$ cat src/rtl/lclk_ps_pkg.sv
package lclk_ps_pkg;
  localparam int unsigned PCODE_W = 2;
  localparam int unsigned QCODE_W = 3;
  localparam int unsigned CTL_W   = 8;
  localparam int unsigned RUN_POS = 7;
  localparam int unsigned ZREQ_W  = 8;

  typedef enum logic {
    SEL_STAGE1 = 1'b0,
    SEL_STAGE2 = 1'b1
  } ctl_sel_e;
endpackage

$ cat src/rtl/ps_ctl_regs.sv
module ps_ctl_regs
  import lclk_ps_pkg::*;
#(
  parameter int unsigned P_W     = PCODE_W,
  parameter int unsigned Q_W     = QCODE_W,
  parameter int unsigned D_W     = CTL_W,
  parameter int unsigned RUN_BIT = RUN_POS
) (
  input  logic           clk,
  input  logic           rst_n,
  input  logic           wr_en,
  input  logic           wr_sel,
  input  logic [D_W-1:0] wr_data,
  output logic           run,
  output logic [P_W-1:0] p_code,
  output logic [Q_W-1:0] q_code
);
  logic           run_q, run_d;
  logic [P_W-1:0] p_q, p_d;
  logic [Q_W-1:0] q_q, q_d;
  logic           unused_ctl_bits;

  assign unused_ctl_bits = ^wr_data;

  always_comb begin
    run_d = run_q;
    p_d   = p_q;
    q_d   = q_q;
    if (wr_en) begin
      if (ctl_sel_e'(wr_sel) == SEL_STAGE1) begin
        run_d = wr_data[RUN_BIT];
        p_d   = wr_data[P_W-1:0];
      end else begin
        q_d   = wr_data[Q_W-1:0];
      end
    end
  end

  always_ff @(posedge clk or negedge rst_n) begin
    if (!rst_n) begin
      run_q <= 1'b0;
      p_q   <= '0;
      q_q   <= '0;
    end else begin
      run_q <= run_d;
      p_q   <= p_d;
      q_q   <= q_d;
    end
  end

  assign run    = run_q;
  assign p_code = p_q;
  assign q_code = q_q;
endmodule

$ cat src/rtl/ps_pow2_stage.sv
module ps_pow2_stage #(
  parameter int unsigned P_W   = 2,
  localparam int unsigned CNT_W = (1 << P_W) - 1
) (
  input  logic             clk,
  input  logic             rst_n,
  input  logic             en,
  input  logic [P_W-1:0]   p_act,
  output logic             tick,
  output logic [CNT_W-1:0] cnt
);
  logic [CNT_W-1:0] cnt_q, cnt_d, lim;

  assign lim  = ~({CNT_W{1'b1}} << p_act);
  assign tick = en && (cnt_q == lim);

  always_comb begin
    if (!en || tick) cnt_d = '0;
    else             cnt_d = cnt_q + 1'b1;
  end

  always_ff @(posedge clk or negedge rst_n) begin
    if (!rst_n) cnt_q <= '0;
    else        cnt_q <= cnt_d;
  end

  assign cnt = cnt_q;
endmodule

$ cat src/rtl/ps_even_stage.sv
module ps_even_stage #(
  parameter int unsigned Q_W = 3
) (
  input  logic           clk,
  input  logic           rst_n,
  input  logic           en,
  input  logic           tick,
  input  logic [Q_W-1:0] q_act,
  output logic           clk_out,
  output logic           wrap,
  output logic [Q_W-1:0] cnt
);
  logic [Q_W-1:0] cnt_q, cnt_d;
  logic           out_q, out_d;
  logic           last;

  assign last = (cnt_q == q_act);
  assign wrap = tick && last && out_q;

  always_comb begin
    cnt_d = cnt_q;
    out_d = out_q;
    if (!en) begin
      cnt_d = '0;
      out_d = 1'b0;
    end else if (tick) begin
      if (last) begin
        cnt_d = '0;
        out_d = ~out_q;
      end else begin
        cnt_d = cnt_q + 1'b1;
      end
    end
  end

  always_ff @(posedge clk or negedge rst_n) begin
    if (!rst_n) begin
      cnt_q <= '0;
      out_q <= 1'b0;
    end else begin
      cnt_q <= cnt_d;
      out_q <= out_d;
    end
  end

  assign clk_out = out_q;
  assign cnt     = cnt_q;
endmodule

$ cat src/rtl/ps_pick.sv
module ps_pick #(
  parameter int unsigned Z_W = 8,
  parameter int unsigned P_W = 2,
  parameter int unsigned Q_W = 3
) (
  input  logic [Z_W-1:0] z,
  output logic [P_W-1:0] p_sug,
  output logic [Q_W-1:0] q_sug
);
  localparam int unsigned PMAX  = (1 << P_W) - 1;
  localparam int unsigned QMAX  = (1 << Q_W) - 1;
  localparam int unsigned LOG_U = PMAX + 1;
  localparam int unsigned Z_LIM = 1 << LOG_U;

  int unsigned msb;
  int unsigned quo;

  always_comb begin
    msb = 0;
    for (int i = 0; i < Z_W; i++) begin
      if (z[i]) msb = i;
    end
    quo = int'(z) >> LOG_U;
    if (int'(z) <= Z_LIM) begin
      p_sug = (msb > PMAX) ? P_W'(PMAX) : P_W'(msb);
      q_sug = '0;
    end else begin
      p_sug = P_W'(PMAX);
      q_sug = (quo - 1 > QMAX) ? Q_W'(QMAX) : Q_W'(quo - 1);
    end
  end
endmodule

$ cat src/rtl/lclk_postscaler.sv
module lclk_postscaler
  import lclk_ps_pkg::*;
#(
  parameter int unsigned P_W     = PCODE_W,
  parameter int unsigned Q_W     = QCODE_W,
  parameter int unsigned D_W     = CTL_W,
  parameter int unsigned RUN_BIT = RUN_POS,
  parameter int unsigned Z_W     = ZREQ_W,
  localparam int unsigned C1_W   = (1 << P_W) - 1
) (
  input  logic           clk,
  input  logic           rst_n,
  input  logic           wr_en,
  input  logic           wr_sel,
  input  logic [D_W-1:0] wr_data,
  output logic           lclk_out,
  input  logic [Z_W-1:0] z_req,
  output logic [P_W-1:0] sug_p,
  output logic [Q_W-1:0] sug_q
);
  logic            run;
  logic [P_W-1:0]  p_code, act_p, act_p_d;
  logic [Q_W-1:0]  q_code, act_q, act_q_d;
  logic            chain_en;
  logic            tick1, wrap;
  logic [C1_W-1:0] cnt1;
  logic [Q_W-1:0]  cnt2;

  ps_ctl_regs #(.P_W(P_W), .Q_W(Q_W), .D_W(D_W), .RUN_BIT(RUN_BIT)) u_regs (
    .clk(clk), .rst_n(rst_n), .wr_en(wr_en), .wr_sel(wr_sel), .wr_data(wr_data),
    .run(run), .p_code(p_code), .q_code(q_code)
  );

  always_comb begin
    act_p_d = act_p;
    act_q_d = act_q;
    if (!chain_en || wrap) begin
      act_p_d = p_code;
      act_q_d = q_code;
    end
  end

  always_ff @(posedge clk or negedge rst_n) begin
    if (!rst_n) begin
      chain_en <= 1'b0;
      act_p    <= '0;
      act_q    <= '0;
    end else begin
      chain_en <= run;
      act_p    <= act_p_d;
      act_q    <= act_q_d;
    end
  end

  ps_pow2_stage #(.P_W(P_W)) u_stage1 (
    .clk(clk), .rst_n(rst_n), .en(chain_en), .p_act(act_p), .tick(tick1), .cnt(cnt1)
  );

  ps_even_stage #(.Q_W(Q_W)) u_stage2 (
    .clk(clk), .rst_n(rst_n), .en(chain_en), .tick(tick1), .q_act(act_q),
    .clk_out(lclk_out), .wrap(wrap), .cnt(cnt2)
  );

  ps_pick #(.Z_W(Z_W), .P_W(P_W), .Q_W(Q_W)) u_pick (
    .z(z_req), .p_sug(sug_p), .q_sug(sug_q)
  );
endmodule

$ cat config.mk
export PLATFORM = sky130hd
export DESIGN_NAME = lclk_postscaler
export DESIGN_NICKNAME = d
export VERILOG_FILES = /design/src/rtl/lclk_ps_pkg.sv /design/src/rtl/ps_ctl_regs.sv /design/src/rtl/ps_pow2_stage.sv /design/src/rtl/ps_even_stage.sv /design/src/rtl/ps_pick.sv /design/src/rtl/lclk_postscaler.sv
export SDC_FILE = /design/constraint.sdc
export NUM_CORES = 1
export LEC_CHECK = 0
export BUFFER_PORTS_ARGS = -buffer_cell sky130_fd_sc_hd__buf_2
export CAP_MARGIN = 20
export CORE_MARGIN = 2
export CORE_UTILIZATION = 48
export CTS_CLUSTER_SIZE = 8
export DETAILED_ROUTE_END_ITERATION = 6
export GPL_TIMING_DRIVEN = 0
export PLACE_DENSITY = 0.75
export SLEW_MARGIN = 25
export SYNTH_ARGS = -nofsm -noshare
export SYNTH_HDL_FRONTEND = slang
export SYNTH_SLANG_ARGS = --single-unit
$ cat constraint.sdc
create_clock -name clk -period 1.5 [get_ports clk]
set_input_delay 0.15 -clock clk [delete_from_list [all_inputs] [get_ports clk]]
set_output_delay 0.15 -clock clk [all_outputs]
set_load 0.02 [all_outputs]
* Word-level counts from Yosys, hierarchy flattened
Cells that the tools add are included.
Widths: inputs -> output; s select.
** Word-level totals
- Memory bits (read-only) :: 0
- Memories :: 0
- Output and inout port bits :: 6
- Input bits :: 20
- Bits in latches :: 0
- Memory bits (writable) :: 0
- Logic and storage cells :: 50
- Register bits after elaboration :: 19
** Cells by class
- Divide/modulo/power cells :: 0
- $add $sub $neg :: 3
- Bitwise operators :: 3
- Order comparisons :: 3
- Multiplexer cells :: 18
- Equal/unequal tests :: 4
- Multipliers :: 0
- Reduce and logical (&&, ||, !) cells :: 9
- Shift operators :: 1
** Operators by type and width (number)
- $mux 32 :: 6
- $gt 32x2->1 const B :: 1
- $gt 32x3->1 const B :: 1
- $mux 3 :: 6
- $le 8x5->1 const B :: 1
- $add 3x1->3 const B :: 2
- $eq 3x3->1 :: 2
- $reduce_and 2->1 :: 3
- $sub 4x1->5 const B :: 1
- $mux 1 :: 4
- $mux 2 :: 2
- $ne 2x1->1 const B :: 2
- $logic_and 1x1->1 :: 3
- $not 3->3 :: 1
- $shl 3x2->3 const A :: 1
- $logic_or 1x1->1 :: 2
- $not 1->1 :: 2
- $logic_not 1->1 :: 1

* Longest topological paths before layout
Gate-level depths: netlist (run 1).
- Word-level depth :: 10
- Depth in mapped cells :: 6

* Hierarchy
From an unflattened synthesis (run 1), not the netlist that was laid out.
** Second synthesis, totals
- Cell total of the unflattened synthesis :: 92
- Area, all modules :: 1111.1 µm²
** Modules (own cells, without submodules)
- ps_even_stage :: sequential area each 100.1 µm², cells an instance 24, instances 1, area an instance 272.8 µm²
- ps_ctl_regs :: sequential area each 150.1 µm², cells an instance 14, instances 1, area an instance 249.0 µm²
- lclk_postscaler :: sequential area each 150.1 µm², cells an instance 12, instances 1, area an instance 239.0 µm²
- ps_pow2_stage :: sequential area each 75.1 µm², cells an instance 18, instances 1, area an instance 186.4 µm²
- ps_pick :: sequential area each 0.0 µm², cells an instance 24, instances 1, area an instance 163.9 µm²

* Worst setup path after synthesis (run 1)
OpenSTA, ideal clock, no wires.
- Path kind :: flip-flop to flip-flop
- Start point :: register act_p[0]
- End point :: register u_stage2.cnt_q[0], in the netlist u_stage2.cnt[0]
- Library setup time :: 73 ps
- Path buffers :: 0
- Cell stages (with the launch flop) :: 5
- Path slack :: -133 ps
- Data arrival time :: 1560 ps
- Cell sequence :: dfrtp_1 > or4_4 > a21o_4 > a211o_1 > a21oi_2
** Between the ends
- Word-level cells in the longest chain between the ends :: 5
** Ends and longest elaborated chain
- start: declaration :: RTL line lclk_postscaler.sv:22 : logic [P_W-1:0] p_code, act_p, act_p_d;
- start signal: assignment :: RTL line lclk_postscaler.sv:50 : act_p <= act_p_d;
- $shl 3x2->3 :: RTL line ps_pow2_stage.sv:14 : assign lim = ~({CNT_W{1'b1}} << p_act);
- $not 3->3 :: RTL line ps_pow2_stage.sv:14
- $eq 3x3->1 :: RTL line ps_pow2_stage.sv:15 : assign tick = en && (cnt_q == lim);
- $logic_and 1x1->1 :: RTL line ps_pow2_stage.sv:15
- $ne 2x1->1 (no source line)
- end signal: assignment :: RTL line ps_even_stage.sv:41 : cnt_q <= cnt_d;
- end: declaration :: RTL line ps_even_stage.sv:13 : logic [Q_W-1:0] cnt_q, cnt_d;
No other way between the ends.
A chain may end at the register's enable or synchronous reset.

* Final worst setup path (run 1)
- Start point :: register u_stage1.cnt_q[1], in the netlist u_stage1.cnt[1]
- End point :: register u_stage2.cnt_q[0], in the netlist u_stage2.cnt[0]
** Between the ends
- Word-level cells in the longest chain between the ends :: 3
** Ends and longest elaborated chain
- start: declaration :: RTL line ps_pow2_stage.sv:12 : logic [CNT_W-1:0] cnt_q, cnt_d, lim;
- start signal: assignment :: RTL line ps_pow2_stage.sv:24 : else cnt_q <= cnt_d;
- $eq 3x3->1 :: RTL line ps_pow2_stage.sv:15
- $logic_and 1x1->1 :: RTL line ps_pow2_stage.sv:15
- $ne 2x1->1 (no source line)
No other way between the ends.

==> results of run 1 <==
## routing by layer
metal / part of all wire, % / wire (µm) / up-vias
met3: 4.6 / 133 / 7
met4: 2.0 / 58 / 0
met1: 39 / 1140 / 572
met2: 55 / 1590 / 42
met5: 0 / 0 / -
li1: - / - / 543
## cell usage in the layout (no fill, tap or decap), types with 3 or more instances in the layout
cell type,n
nor2b_1,6
nand2_1,5
a221oi_2,3
nand4b_1,3
clkbuf_4,3
buf_2,20
nand3_1,11
o21ai_0,6
buf_4,14
mux2_2,6
ha_1,4
inv_1,3
o211ai_1,9
dfrtp_1,19
and2_1,3
## cell families after synthesis
kind of cell | after synthesis | synth area share (%)
DFF | 19 | 40.2
muxes | 6 | 5.71
AOI/OAI and AO/OA | 33 | 20.9
adders and majority gates | 5 | 5.29
buffers and inverters | 7 | 2.22
and+or+nand+nor | 47 | 22.7
xor gates and xnor gates | 4 | 2.96
## flip-flops by register name (all words and copies together) (netlist names)
name / cells
u_stage1.cnt: 3
u_stage2.clk_out: 1
u_regs.run: 1
u_stage2.cnt: 3
act_p: 2
u_regs.q_code: 3
u_regs.p_code: 2
act_q: 3
chain_en: 1
## layout make-up
type                            count  area (µm²)
Inverter                            4        15.0
Timing Repair Buffer               37         246
Multi-Input combinational cell     95         795
Sequential cell                    19         475
Buffer                              3        22.5
Fill cell                         175         661
Tap cell                           28        35.0
Clock buffer                        4        26.3
## worst min path at each step
stage / start / endpoint / cells past startpoint
global placement: rst_n / u_stage2.cnt[1] / 1
floorplan: rst_n / act_p[0] / 0
detailed placement: rst_n / u_stage2.cnt[1] / 1
finish: wr_data[7] / u_regs.run / 2
global route: wr_data[7] / u_regs.run / 2
CTS: wr_data[7] / u_regs.run / 2
## metrics by stage
stage / power (mW) / hold WS (ns) / setup TNS [ns]
floorplan: 1.04 / -0.146 / -0.235
global placement: 1.15 / 0.109 / -1.72
detailed placement: 1.17 / 0.112 / -1.73
CTS: 1.58 / 0.0672 / -0.751
global route: 1.75 / 0.0641 / -1.84
finish: 1.64 / 0.0725 / -1.09
## power groups by stage
| stage | logic (mW) | clock network [mW] | registers (mW) |
|---|---|---|---|
| floorplan | 0.344 | 0 | 0.701 |
| global placement | 0.428 | 0 | 0.721 |
| detailed placement | 0.444 | 0 | 0.729 |
| CTS | 0.616 | 0.267 | 0.696 |
| global route | 0.749 | 0.284 | 0.713 |
| finish | 0.678 | 0.263 | 0.701 |
## what timing repair did
action / in CTS / in global routing
buffers inserted: 11 / 4
pin swaps: 8 / 7
cloned: 0 / 0
gates resized for setup: 9 / 10
hold buffers: 1 / 0
hold endpoints to repair: 19 / 0
setup endpoints to repair: 12 / 16
==> results by group, run 1 <==
Power
  – VDD IR-drop max: 0.000816 V
  – Comb pwr share: 41.3%
  – Static Leak: 0.662 nW
  – Psw: 0.582 mW
  – Sw frac: 35.5%
  – Sequential share of power: 42.7%
  – Clock power share: 16.0%
  – PD cells: 1020 nW/µm²
  – Int Pwr: 1.06 mW

Floorplanning
  – Core Rows: 17
  – Die extent in y: 53.7 µm
  – Io pins: 26
  – Core area: 2280 µm²
  – Initial Util: 52.0%
  – Die area: 2880 µm²
  – Die width: 53.7 µm

Logic synthesis
  – Synth area leader: dfrtp_1
  – FFs w/ async S/R, synth: 100%
  – Top cells by count, synth: 19 x dfrtp_1, 13 x nand3_1, 9 x o211ai_1
  – Top-count cell post-synth: dfrtp_1
  – Yosys cell types: 34
  – Sequential share of the synthesized area: 40.2%
  – Post-Synthesis Cells: 121
  – Top-area cell type share of the netlist area: 40.2%
  – Syn Nets: 146
  – Largest cells by area after synthesis: dfrtp_1 40%, o211ai_1 5.7%, mux2_2 5.7%
  – Synthesis warning total: 0
  – Syn avg cell area: 9.78 µm²
  – FF+latch count, synth: 19
  – Post-synth EDFFs: 0
  – Ys flop type: dfrtp_1
  – Mapped Area: 1180 µm²

STA
  – Fin. Hold Viols: 0
  – RSZ-0062 raised after global routing: yes
  – Slew Limit Fails: 0
  – Final Cycle Share: 111%
  – Slew HR: 66.2%
  – Worst clock skew: 0.00545 ns
  – Endpoints failing setup: 12
  – Tmin final: 1.66 ns
  – Worst setup margin: -0.161 ns
  – Fmax: 602 MHz
  – Tightest Pin Transition: 0.504 ns

Status
  – Status: complete, but fails checks
  – Failing checks: negative setup slack

Detailed routing
  – Vias post-DR: 1164
  – Per-cell routed wire length: 15.4 µm
  – DRT iter0 DRCs: 28
  – DRC: 0
  – Drt first pass iters: 5
  – Total routed wirelength: 2.92 mm
  – Vias/cell: 6.13
  – Routed Antenna Nets: 0

Setup path
  – CP delay by family, top: compound AO/OA/AOI/OAI gates
  – Critical path depth: 4
  – Worst EP arrival: 1.91 ns
  – Crit end category: register
  – Worst path max stage delay: 0.57 ns
  – CP endpoint: u_stage2.cnt[0]
  – Crit Path Class: register to register
  – Cells along the critical path: or4_4, a21o_4, a211o_1, a21oi_2
  – Capture point of the worst reg-to-reg path: u_stage2.cnt[0]
  – Critical path origin: u_stage1.cnt[1]
  – Crit path max fanout: 6
  – Crit path buffers/inverters: 0
  – R2R Path Start: u_stage1.cnt[1]
  – Worst path slowest cell: or4_4
  – R2R Setup Slk: -0.16 ns
  – CP Launch Type: register
  – Critical Path RT: 1.74 ns
  – Cells on worst reg2reg path: 4

Global routing
  – Largest net degree at the start of global routing: 20
  – Met1 usage: 25.9%
  – Global route overflow: 0
  – Total GRT Usage: 23.5%
  – Vias in the first global route: 1145
  – First-pass GRT wire length: 4.88 mm
  – Initial antenna violation count: 0
  – M2 GR Usage: 45.9%
  – Met3 usage: 1.94%
  – Busiest grt layer: met2

Placed design
  – Input/output buffers: 21
  – Detailed Place HPWL: 1.97 mm
  – Pre-CTS WS: -0.210 ns
  – Post-DP Area: 1360 µm²
  – RD Place Congestion: 0.820
  – Cells after DPL: 170

Cells and area
  – Finished Layout Cells: 190
  – Fin area: 1620 µm²
  – # diodes: 0
  – Syn-to-layout area delta: 36.5%
  – Core Util, Final: 71.0%
  – Share of layout cells above drive strength 1: 40.7%
  – Nets: 188

Run
  – Max_cap viols: 0

Worst hold path
  – Hold Path Class: input pin to register

Clock network
  – Clock tree buffer depth: 2
  – Clock slew at reported path FFs: 0.11 ns
  – Htree depth: 1
  – CTS Buf Count: 3
  – Clk Latency, worst-skew pair: 0.30 ns
  – CTS tree: yes
  – Clock sinks: 19
  – Root Buffer: clkbuf_4
Power figures use the tool's default switching activity.
==> run 2, diff against run 1 <==
ABC_AREA = 1   (was not set)
CORE_UTILIZATION = 47   (was 48)
PLACE_DENSITY = 0.74   (was 0.75)
==> results by group, run 2 <==
Floorplanning
  – Core area: 2210 µm²
  – Core Rows: 17
  – Initial Util: 49.9%
  – Die area: 2750 µm²
  – Die extent in y: 52.5 µm
  – Io pins: 26
  – Die width: 52.5 µm

Global routing
  – Global route overflow: 0
  – First-pass GRT wire length: 3.59 mm
  – Total GRT Usage: 17.7%
  – Initial antenna violation count: 0
  – Largest net degree at the start of global routing: 20
  – Vias in the first global route: 879

Logic synthesis
  – Top cells by count, synth: 35 x nand2_1, 27 x inv_1, 19 x dfrtp_1
  – FF+latch count, synth: 19
  – Largest cells by area after synthesis: dfrtp_1 43%, nand2_1 12%, inv_1 9.2%
  – Post-synth EDFFs: 0
  – Adder-cell area share of the yosys netlist: 5.66%
  – Largest family of logic cells by synthesized area: simple AND/OR/NAND/NOR gates
  – Ys flop type: dfrtp_1
  – Syn avg cell area: 7.84 µm²
  – Yosys cell types: 21
  – Syn Nets: 166
  – XOR/XNOR Fraction of Synth Area: 3.17%
  – Synthesis warning total: 0
  – Mapped Area: 1100 µm²
  – Post-synthesis compound-gate area fraction: 6.68%
  – Sequential share of the synthesized area: 43.0%
  – Top-area cell type share of the netlist area: 43.0%
  – Mux share of post-synthesis cell area: 2.04%
  – Top-count cell post-synth: nand2_1
  – Synth area leader: dfrtp_1
  – Simple-Gate Fraction of Synth Area: 27.3%
  – FFs w/ async S/R, synth: 100%
  – Post-Synthesis Cells: 141

Worst hold path
  – Hold endpoint: u_regs.run
  – Hold Crit Start: wr_data[7]
  – Hold Path Class: input pin to register
  – Hold path depth: 2

Cells and area
  – Share of layout cells above drive strength 1: 23.4%
  – # diodes: 0
  – Syn-to-layout area delta: 17.4%
  – Register area: 477 µm²
  – Fin area: 1300 µm²
  – Commonest non-fill, non-tap cell in the layout: nand2_1
  – Commonest non-fill, non-tap cells in the layout: 34 x nand2_1, 26 x inv_1, 21 x buf_2
  – Nets: 193
  – Fillers: 210
  – Multi-input gate area: 509 µm²
  – Finished Layout Cells: 195

Clock network
  – CTS Buf Count: 3
  – Clock slew at reported path FFs: 0.12 ns
  – Htree depth: 1
  – Clock sinks: 19
  – Root Buffer: clkbuf_4
  – Clock tree buffer depth: 2
  – Clk Latency, worst-skew pair: 0.31 ns
  – CTS tree: yes

Setup path
  – Cells on worst reg2reg path: 8
  – Critical Path RT: 1.35 ns
  – Cells along the critical path: buf_2, inv_1, ha_1, inv_2, a21oi_2, o311ai_0, buf_2
  – Worst path max stage delay: 0.20 ns
  – Worst path slowest cell: ha_1
  – Crit path max fanout: 4
  – Capture point of the worst reg-to-reg path: act_p[1]
  – CP Launch Type: input pin
  – R2R Path Start: act_p[1]
  – Crit end category: output port
  – CP most frequent cell: buf_2
  – Crit Path Class: input pin to output port
  – Worst EP arrival: 1.21 ns
  – R2R Setup Slk: 0.20 ns

STA
  – Slew Limit Fails: 0
  – Tightest Pin Transition: 0.428 ns
  – Worst clock skew: 0.0105 ns
  – Fmax: 735 MHz
  – Fin. Hold Viols: 0
  – Endpoints failing setup: 0
  – Slew HR: 71.5%
  – Setup TNS: 0 ns
  – RSZ-0062 raised after global routing: no
  – Final Cycle Share: 90.7%
  – Tmin final: 1.36 ns

Detailed routing
  – Vias/cell: 4.87
  – DRT iter0 DRCs: 15
  – Drt first pass iters: 4
  – DRC: 0
  – Total routed wirelength: 2.10 mm
  – Vias post-DR: 949
  – Per-cell routed wire length: 10.8 µm
  – Routed Antenna Nets: 0

Placed design
  – RD Place Congestion: 0.783
  – Cells after DPL: 190
  – Detailed Place HPWL: 1.63 mm
  – Post-DP Area: 1240 µm²
  – Input/output buffers: 21

Power
  – VDD IR-drop max: 0.000849 V
  – PD cells: 1470 nW/µm²
  – Static Leak: 0.722 nW

Run
  – Max_cap viols: 0

Status
  – Status: complete, no violations
run 2: changes by cell type in the layout (fill, tap and decap cells not counted), sizes merged, moves of 4 or more:
cell    delta
nand2     +32
nor2       +7
mux2       -4
o21ai      +4
buf       -16
nand4      +5
inv       +24
nor2b      -6
o211ai     -9
run 2: where the power goes:
part | switching, mW | internal (mW) | leakage, nW | total [mW]
sequential | 0.127 | 0.651 | 0.243 | 0.779
clock | 0.168 | 0.0996 | 0.0177 | 0.268
combinational | 0.512 | 0.344 | 0.462 | 0.857
total | 0.808 | 1.10 | 0.722 | 1.90
run 2: what timing repair did:
action | in CTS | in global routing
hold buffers | 1 | 0
endpoints found under the setup margin | 0 | 7
endpoints found under the hold margin | 19 | 0
gates resized for setup | 0 | 8
buffers inserted | 0 | 0
run 2: worst max path at each step:
stage | from | to | cells past startpoint
after global routing | z_req[4] | sug_q[1] | 10
after global placement | z_req[4] | sug_q[2] | 8
after floorplan | act_p[1] | act_p[1] | 6
after detailed placement | z_req[5] | sug_p[1] | 7
final | z_req[5] | sug_p[1] | 7
after CTS | z_req[5] | sug_p[1] | 7
run 2: critical path: cells and delay by family:
| kind | cells | cell delay [ns] |
|---|---|---|
| AOI/OAI and AO/OA | 2 | 0.39 |
| adders and majority gates | 1 | 0.20 |
| buffers and inverters | 4 | 0.47 |
run 2: area by class of cell:
| class | instances | area share, % |
|---|---|---|
| Inverter | 28 | 8.10 |
| Buffer | 2 | 2.22 |
| Sequential cell | 19 | 36.7 |
| Multi-Input combinational cell | 92 | 39.2 |
| Clock buffer | 3 | 1.74 |
| Timing Repair Buffer | 22 | 8.87 |
| Tap cell | 28 | 2.70 |
| Clock inverter | 1 | 0.386 |
run 2: metal layers:
layer	wire (µm)	GRT usage, %
met1	937	20.9
met2	1050	31.5
met3	73	1.71
met4	35	8.97
met5	0	0
run 2: cells by family after synthesis:
logic type / count (synthesis)
multiplexers: 2
adder cells (fa/ha/maj): 5
XOR/XNOR: 4
buffers and inverters: 30
AO/OA/AOI/OAI: 14
flip-flops: 19
AND/OR/NAND/NOR: 67
run 2: through the flow:
step                total power, mW  setup WS [ns]  utilization [%]  hold WS, ns
floorplan                      1.41          0.321                -       -0.146
finish                         1.90          0.140             58.7       0.0649
global placement               1.58          0.164             56.3        0.100
global route                   2.08         0.0145             58.7       0.0596
detailed placement             1.61         0.0451             56.3        0.108
CTS                            1.87         0.0468             58.0       0.0704
